===== config.mk =====
export PLATFORM = sky130hd
export DESIGN_NAME = slat_walker
export DESIGN_NICKNAME = d
export VERILOG_FILES = /design/src/rtl/slat_pkg.sv /design/src/rtl/slat_ctrl.sv /design/src/rtl/slat_dpath.sv /design/src/rtl/slat_walker.sv
export SDC_FILE = /design/constraint.sdc
export NUM_CORES = 1
export LEC_CHECK = 0
export BUFFER_PORTS_ARGS = -buffer_cell sky130_fd_sc_hd__buf_2
export CAP_MARGIN = 20
export CORE_MARGIN = 2
export CORE_UTILIZATION = 50
export CTS_BUF_LIST = sky130_fd_sc_hd__clkbuf_8 sky130_fd_sc_hd__clkbuf_16
export CTS_CLUSTER_DIAMETER = 30
export DETAILED_ROUTE_END_ITERATION = 10
export GPL_TIMING_DRIVEN = 0
export PLACE_DENSITY = 0.85
export RECOVER_POWER = 100
export SLEW_MARGIN = 25
export SYNTH_ARGS = -nofsm -noshare
export SYNTH_HDL_FRONTEND = slang
export SYNTH_SLANG_ARGS = --single-unit

===== constraint.sdc =====
create_clock -name clk -period 3.03 [get_ports clk]
set_input_delay 0.303 -clock clk [delete_from_list [all_inputs] [get_ports clk]]
set_output_delay 0.303 -clock clk [all_outputs]
set_load 0.005 [all_outputs]

===== src/rtl/slat_pkg.sv =====
package slat_pkg;

  typedef enum logic [1:0] {
    ACC_READ  = 2'd0,
    ACC_WRITE = 2'd1,
    ACC_EXEC  = 2'd2,
    ACC_ALT   = 2'd3
  } acc_e;

  // strobes from control to datapath
  typedef struct packed {
    logic capture;     // latch request, load root frame, start at top level
    logic passDone;    // untranslated response
    logic advance;     // step down one level using the entry frame
    logic finishOk;    // leaf granted
    logic finishViol;  // entry rejected
  } ctl_s;

  // permission bits required per access type: bit0 read, bit1 write, bit2 exec
  function automatic logic [2:0] needMask(input logic [1:0] acc);
    case (acc)
      ACC_WRITE: needMask = 3'b010;
      ACC_EXEC:  needMask = 3'b100;
      default:   needMask = 3'b001;
    endcase
  endfunction

endpackage


===== src/rtl/slat_ctrl.sv =====
module slat_ctrl
  import slat_pkg::*;
(
  input  logic clk,
  input  logic rstN,
  input  logic reqValid,
  input  logic xlatActive,
  input  logic memRspValid,
  input  logic entryFault,
  input  logic atLeaf,
  output ctl_s ctl,
  output logic reqReady,
  output logic memReqValid,
  output logic rspValid
);

  typedef enum logic [1:0] {S_IDLE, S_FETCH, S_WAIT, S_DONE} state_e;
  state_e stateQ, stateD;

  always_ff @(posedge clk) begin
    if (!rstN) stateQ <= S_IDLE;
    else       stateQ <= stateD;
  end

  always_comb begin
    stateD      = stateQ;
    ctl         = '0;
    reqReady    = 1'b0;
    memReqValid = 1'b0;
    rspValid    = 1'b0;
    case (stateQ)
      S_IDLE: begin
        reqReady = 1'b1;
        if (reqValid) begin
          ctl.capture = 1'b1;
          if (xlatActive) begin
            stateD = S_FETCH;
          end else begin
            ctl.passDone = 1'b1;
            stateD       = S_DONE;
          end
        end
      end
      S_FETCH: begin
        memReqValid = 1'b1;
        stateD      = S_WAIT;
      end
      S_WAIT: begin
        if (memRspValid) begin
          if (entryFault) begin
            ctl.finishViol = 1'b1;
            stateD         = S_DONE;
          end else if (atLeaf) begin
            ctl.finishOk = 1'b1;
            stateD       = S_DONE;
          end else begin
            ctl.advance = 1'b1;
            stateD      = S_FETCH;
          end
        end
      end
      default: begin
        rspValid = 1'b1;
        stateD   = S_IDLE;
      end
    endcase
  end

endmodule


===== src/rtl/slat_dpath.sv =====
module slat_dpath
  import slat_pkg::*;
#(
  parameter int GPA_W  = 48,
  parameter int PA_W   = 52,
  parameter int LEVELS = 4,
  parameter int IDX_W  = 9,
  parameter int OFF_W  = 12,
  parameter int ENT_W  = 64,
  parameter int PERM_W = 3,
  localparam int FRAME_W = PA_W - OFF_W,
  localparam int LVL_W   = $clog2(LEVELS),
  localparam int FLV_W   = $clog2(LEVELS + 1),
  localparam int ESZ_W   = $clog2(ENT_W / 8)
) (
  input  logic              clk,
  input  logic              rstN,
  input  ctl_s              ctl,
  input  logic              vmEnter,
  input  logic              vmExit,
  input  logic              vmEnableXlat,
  input  logic [PA_W-1:0]   vmBasePtr,
  input  logic [GPA_W-1:0]  reqGpa,
  input  logic [1:0]        reqAccess,
  input  logic              reqGuestFault,
  input  logic [ENT_W-1:0]  memRspData,
  output logic              xlatActive,
  output logic [PA_W-1:0]   memReqAddr,
  output logic [PA_W-1:0]   rspHpa,
  output logic              rspViolation,
  output logic              rspGuestFault,
  output logic [FLV_W-1:0]  rspFaultLevel,
  output logic              entryFault,
  output logic              atLeaf
);

  // activation state
  logic               activeQ;
  logic [FRAME_W-1:0] rootQ;

  always_ff @(posedge clk) begin
    if (!rstN) begin
      activeQ <= 1'b0;
      rootQ   <= '0;
    end else if (vmExit) begin
      activeQ <= 1'b0;
    end else if (vmEnter) begin
      activeQ <= vmEnableXlat;
      if (vmEnableXlat) rootQ <= vmBasePtr[PA_W-1:OFF_W];
    end
  end
  assign xlatActive = activeQ;

  // walk state
  logic [GPA_W-1:0]   gpaQ;
  logic [1:0]         accQ;
  logic               gfQ;
  logic [FRAME_W-1:0] frameQ;
  logic [LVL_W-1:0]   lvlQ;

  always_ff @(posedge clk) begin
    if (!rstN) begin
      gpaQ   <= '0;
      accQ   <= '0;
      gfQ    <= 1'b0;
      frameQ <= '0;
      lvlQ   <= '0;
    end else if (ctl.capture) begin
      gpaQ   <= reqGpa;
      accQ   <= reqAccess;
      gfQ    <= reqGuestFault;
      frameQ <= rootQ;
      lvlQ   <= LVL_W'(LEVELS - 1);
    end else if (ctl.advance) begin
      frameQ <= memRspData[PA_W-1:OFF_W];
      lvlQ   <= lvlQ - 1'b1;
    end
  end

  // index slice per level
  logic [IDX_W-1:0] idxCand [LEVELS];
  for (genvar g = 0; g < LEVELS; g++) begin : g_idx
    assign idxCand[g] = gpaQ[OFF_W + IDX_W*g +: IDX_W];
  end

  assign memReqAddr = {frameQ, idxCand[lvlQ], {ESZ_W{1'b0}}};

  // entry checks
  logic [PERM_W-1:0] perm;
  logic [PERM_W-1:0] need;
  logic              notPresent;
  logic              lacksPerm;
  assign perm       = memRspData[PERM_W-1:0];
  assign need       = needMask(accQ);
  assign notPresent = (perm == '0);
  assign lacksPerm  = ((perm & need) != need);
  assign entryFault = notPresent | lacksPerm;
  assign atLeaf     = (lvlQ == '0);

  // response registers
  always_ff @(posedge clk) begin
    if (!rstN) begin
      rspHpa        <= '0;
      rspViolation  <= 1'b0;
      rspGuestFault <= 1'b0;
      rspFaultLevel <= '0;
    end else if (ctl.passDone) begin
      rspHpa        <= PA_W'(reqGpa);
      rspViolation  <= 1'b0;
      rspGuestFault <= reqGuestFault;
      rspFaultLevel <= '0;
    end else if (ctl.finishOk || ctl.finishViol) begin
      if (gfQ) begin
        rspHpa        <= '0;
        rspViolation  <= 1'b0;
        rspGuestFault <= 1'b1;
        rspFaultLevel <= '0;
      end else if (ctl.finishViol) begin
        rspHpa        <= '0;
        rspViolation  <= 1'b1;
        rspGuestFault <= 1'b0;
        rspFaultLevel <= FLV_W'(lvlQ) + FLV_W'(1);
      end else begin
        rspHpa        <= {memRspData[PA_W-1:OFF_W], gpaQ[OFF_W-1:0]};
        rspViolation  <= 1'b0;
        rspGuestFault <= 1'b0;
        rspFaultLevel <= '0;
      end
    end
  end

  logic unusedBits;
  assign unusedBits = ^{memRspData[ENT_W-1:PA_W], memRspData[OFF_W-1:PERM_W],
                        vmBasePtr[OFF_W-1:0]};

endmodule


===== src/rtl/slat_walker.sv =====
module slat_walker
  import slat_pkg::*;
#(
  parameter int GPA_W  = 48,
  parameter int PA_W   = 52,
  parameter int LEVELS = 4,
  parameter int IDX_W  = 9,
  parameter int OFF_W  = 12,
  parameter int ENT_W  = 64,
  localparam int FLV_W = $clog2(LEVELS + 1)
) (
  input  logic             clk,
  input  logic             rstN,
  input  logic             vmEnter,
  input  logic             vmExit,
  input  logic             vmEnableXlat,
  input  logic [PA_W-1:0]  vmBasePtr,
  input  logic             reqValid,
  output logic             reqReady,
  input  logic [GPA_W-1:0] reqGpa,
  input  logic [1:0]       reqAccess,
  input  logic             reqGuestFault,
  output logic             memReqValid,
  output logic [PA_W-1:0]  memReqAddr,
  input  logic             memRspValid,
  input  logic [ENT_W-1:0] memRspData,
  output logic             rspValid,
  output logic [PA_W-1:0]  rspHpa,
  output logic             rspViolation,
  output logic             rspGuestFault,
  output logic [FLV_W-1:0] rspFaultLevel,
  output logic             xlatActive
);

  ctl_s ctl;
  logic entryFault;
  logic atLeaf;

  slat_ctrl ctrl_i (
    .clk        (clk),
    .rstN       (rstN),
    .reqValid   (reqValid),
    .xlatActive (xlatActive),
    .memRspValid(memRspValid),
    .entryFault (entryFault),
    .atLeaf     (atLeaf),
    .ctl        (ctl),
    .reqReady   (reqReady),
    .memReqValid(memReqValid),
    .rspValid   (rspValid)
  );

  slat_dpath #(
    .GPA_W (GPA_W),
    .PA_W  (PA_W),
    .LEVELS(LEVELS),
    .IDX_W (IDX_W),
    .OFF_W (OFF_W),
    .ENT_W (ENT_W)
  ) dpath_i (
    .clk          (clk),
    .rstN         (rstN),
    .ctl          (ctl),
    .vmEnter      (vmEnter),
    .vmExit       (vmExit),
    .vmEnableXlat (vmEnableXlat),
    .vmBasePtr    (vmBasePtr),
    .reqGpa       (reqGpa),
    .reqAccess    (reqAccess),
    .reqGuestFault(reqGuestFault),
    .memRspData   (memRspData),
    .xlatActive   (xlatActive),
    .memReqAddr   (memReqAddr),
    .rspHpa       (rspHpa),
    .rspViolation (rspViolation),
    .rspGuestFault(rspGuestFault),
    .rspFaultLevel(rspFaultLevel),
    .entryFault   (entryFault),
    .atLeaf       (atLeaf)
  );

endmodule


==> flow_metrics.py <==
metrics = {
    "placement": {
        "place.port_buffers": 250,
        "place_worst_setup_slack_ns": 0.2752,
        "dpl.hpwl_mm": 21.68,
        "place.detailed.instances": 1492,
        "globalplace.congestion": 0.9036,
    },
    "timing": {
        "final-setup-viol-count": 0,
        "period_needed_ns": 2.836,
        "max_slew.worst_pin.slew_ns": 0.8012,
        "finalHoldViolCount": 0,
        "timing.clock.skew_ns": 0.008351,
        "final_max_slew_viols": 0,
        "worst_slack_ns": 0.1937,
        "fmax_mhz": 352.6,
        "totalNegativeSetupSlack_ns": 0,
        "final_critical_path_share_of_the_clock_period_pct": 93.61,
        "holdWs_ns": 0.04722,
        "rsz0062_at_grt": "false",
        "maxSlewHeadroom_pct": 46.58,
    },
    "floorplanning": {
        "height_of_the_die_um": 135.7,
        "pin_count": 287,
        "area_inside_the_core_boundary_sq_um": 17120,
        "starting_utilization_of_the_core_area_pct": 50.64,
        "die_width_um": 135.7,
        "floorplan.rows": 48,
        "fp.dieArea_sq_um": 18410,
    },
    "detailed_routing": {
        "vias_per_cell": 5.623,
        "route.vias.total": 8569,
        "wire_per_inst_um": 18.73,
        "first_iter_violations": 694,
        "route.final.wire_length_mm": 28.54,
        "remaining_drc_errors": 0,
        "antenna_violating_nets_post_route": 0,
        "drt-pass1-iter-count": 5,
    },
    "min_path": {
        "worstHoldStart": "vmExit",
        "hold_path.class": "input pin to flop",
    },
    "global_routing": {
        "first_global_vias": 8025,
        "grt_remaining_overflow": 0,
        "grt_max_degree": 17,
        "initial_antenna_violation_count": 1,
        "global_route.usage.total_pct": 30.20,
        "grt_first_pass_wirelength_mm": 42.57,
    },
    "pwr": {
        "cellPowerDensity_nw_per_um2": 589.5,
        "ir_drop_uv": 413.8,
        "p_leak_nw": 4.723,
    },
    "final_layout": {
        "multiInputGateArea_sq_um": 4330,
        "final_nets": 1464,
        "area_delta_synth_final_pct": 23.73,
        "postLayoutCoreUtil_pct": 62.66,
        "register_area_sq_um": 3864,
        "layout_common_cells": "sky130_fd_sc_hd__nand2_1, sky130_fd_sc_hd__buf_2, sky130_fd_sc_hd__dfxtp_1, sky130_fd_sc_hd__a21oi_1, sky130_fd_sc_hd__clkbuf_1",
        "most_common_library_cell_in_the_layout_ignoring_fill_and_taps": "sky130_fd_sc_hd__nand2_1",
        "fillers": 1537,
        "ratio_of_cells_with_drive_above_1_in_the_final_layout_pct": 22.80,
        "stdcell_count": 1524,
    },
    "critical_path": {
        "critical_path.max_fanout": 10,
        "worst-endpoint-arrival_ns": 3.14,
        "setup.worst_path.start_class": "flop",
        "worst-setup-path-type": "flop to flop",
        "crit_startpoint": "dpath_i.lvlQ[0]$_SDFFE_PN0P_",
        "crit_path_end_kind": "flop",
        "crit-reg2reg-launch": "dpath_i.lvlQ[0]$_SDFFE_PN0P_",
        "worst-endpoint-required_ns": 3.33,
    },
    "logic_synthesis": {
        "synth_enable_flop_cells": 0,
        "mappedNetlistArea_sq_um": 8668,
        "synth_flop_cell": "sky130_fd_sc_hd__dfxtp_1",
        "synth.distinct_cells": 41,
        "number_of_storage_elements_in_the_synthesis_netlist": 193,
        "yosysWarningCount": 0,
        "asyncSetResetFlopFracSynth_pct": 0,
        "yosysSeqAreaShare_pct": 44.57,
        "synthesis.instances": 1015,
        "post_synth.cell_area_avg_sq_um": 8.540,
    },
    "clock_network": {
        "cts_buffers": 17,
        "cts_setup_buffers": 0,
        "cts_htree_levels": 4,
        "cts_hold_repair.buffers": 0,
        "cts_sinks": 193,
        "clkLatencyLatePin_ns": 0.44,
        "root_buffer": "sky130_fd_sc_hd__clkbuf_16",
        "clock_path_buffers": 2,
        "tritoncts_clock_tree": "built",
        "cts_resized": 0,
        "clkTransAtPathRegs_ns": 0.07,
    },
    "status": {
        "result_of_the_run": "finished clean",
    },
    "flow_run": {
        "cap_violations": 0,
    },
}
[routing by layer]
metal	up-vias	track usage, %	part of all wire [%]
li1	4032	-	-
met4	0	13.37	3.9
met3	88	7.220	8.7
met5	-	0	0
met1	4005	38.35	41
met2	444	48.93	46
[final cells by class]
type                    count  share of cell area (%)
flip-flops and latches    193                   36.02
well taps                 225                   2.625
clock inverters            10                   1.027
inverters                  23                  0.8049
clock buffers              21                   4.480
plain buffers              92                   3.698
repair buffers            250                   10.94
diodes                      1                 0.02333
multi-input cells         709                   40.38
[final timing paths]
kind,end,slack [ns],cells after the start
min,dpath_i.xlatActive$_SDFFE_PP0P_,0.05,2
max reg2reg,dpath_i.frameQ[0]$_SDFFE_PN0P_,0.19,7
min reg2reg,dpath_i.rootQ[10]$_SDFFE_PN0P_,0.45,2
max,dpath_i.frameQ[0]$_SDFFE_PN0P_,0.19,7
[where the power goes]
part / switching, mW / total [mW] / internal (mW)
registers: 0.110 / 2.84 / 2.73
logic: 0.708 / 1.21 / 0.502
clock network: 0.981 / 2.27 / 1.29
total: 1.80 / 6.32 / 4.52
[cell usage after synthesis, types with 3 or more instances]
cell type,n,area share (%)
sky130_fd_sc_hd__a31oi_1,3,0.22
sky130_fd_sc_hd__nor2_1,6,0.26
sky130_fd_sc_hd__o211ai_1,3,0.26
sky130_fd_sc_hd__nor2b_1,3,0.22
sky130_fd_sc_hd__nand2_1,269,12
sky130_fd_sc_hd__a211oi_1,5,0.43
sky130_fd_sc_hd__ha_1,4,0.58
sky130_fd_sc_hd__nand3_1,10,0.58
sky130_fd_sc_hd__o21ai_0,26,1.5
sky130_fd_sc_hd__o21a_1,30,2.6
sky130_fd_sc_hd__dfxtp_1,193,45
sky130_fd_sc_hd__buf_2,17,0.98
sky130_fd_sc_hd__clkbuf_1,63,2.7
sky130_fd_sc_hd__a2111oi_0,17,1.7
sky130_fd_sc_hd__a21oi_1,147,8.5
sky130_fd_sc_hd__o22a_1,16,1.6
sky130_fd_sc_hd__mux4_2,9,2.3
sky130_fd_sc_hd__inv_1,22,0.95
sky130_fd_sc_hd__nand2b_1,5,0.36
sky130_fd_sc_hd__mux2_2,40,5.2
sky130_fd_sc_hd__buf_1,4,0.17
sky130_fd_sc_hd__buf_4,4,0.35
sky130_fd_sc_hd__buf_6,3,0.39
sky130_fd_sc_hd__mux2i_1,70,8.1
sky130_fd_sc_hd__and3_1,30,2.2
[sequential cells by signal (all words and copies together) (netlist names)]
register / cells
dpath_i.xlatActive: 1
dpath_i.gfQ: 1
dpath_i.rspViolation: 1
dpath_i.gpaQ: 48
dpath_i.rspGuestFault: 1
dpath_i.accQ: 2
dpath_i.lvlQ: 2
ctrl_i.stateQ: 2
dpath_i.frameQ: 40
dpath_i.rspFaultLevel: 3
dpath_i.rspHpa: 52
dpath_i.rootQ: 40
[critical path, stage by stage (launching register included)]
cell                        delay [ns]
sky130_fd_sc_hd__dfxtp_1          0.45
sky130_fd_sc_hd__clkbuf_1         0.53
sky130_fd_sc_hd__inv_1            0.15
sky130_fd_sc_hd__ha_1             0.28
sky130_fd_sc_hd__a2111oi_4        0.44
sky130_fd_sc_hd__a21oi_1          0.30
sky130_fd_sc_hd__clkbuf_2         0.35
sky130_fd_sc_hd__mux2i_1          0.19
[cells by family (layout without fill, tap and decap cells)]
| kind of cell | Yosys count | count (layout) | synth area share, % |
|---|---|---|---|
| adder cells (fa/ha/maj) | 4 | 4 | 0.5774 |
| buffers and inverters | 115 | 396 | 5.672 |
| other | 1 | 4 | 0.04326 |
| AO/OA/AOI/OAI | 253 | 253 | 17.62 |
| AND/OR/NAND/NOR | 330 | 330 | 15.89 |
| multiplexers | 119 | 119 | 15.62 |
| flip-flops | 193 | 193 | 44.57 |
[per-stage QoR]
step           total power, mW  instance area, sq um
2_1_floorplan            3.596                  8676
3_3_place_gp             4.060                 10210
3_5_place_dp             4.094                 10220
4_1_cts                  6.323                 10810
5_1_grt                  6.541                 10730
6_report                 6.322                 10730
No activity file was read; power rests on OpenSTA's default activity.
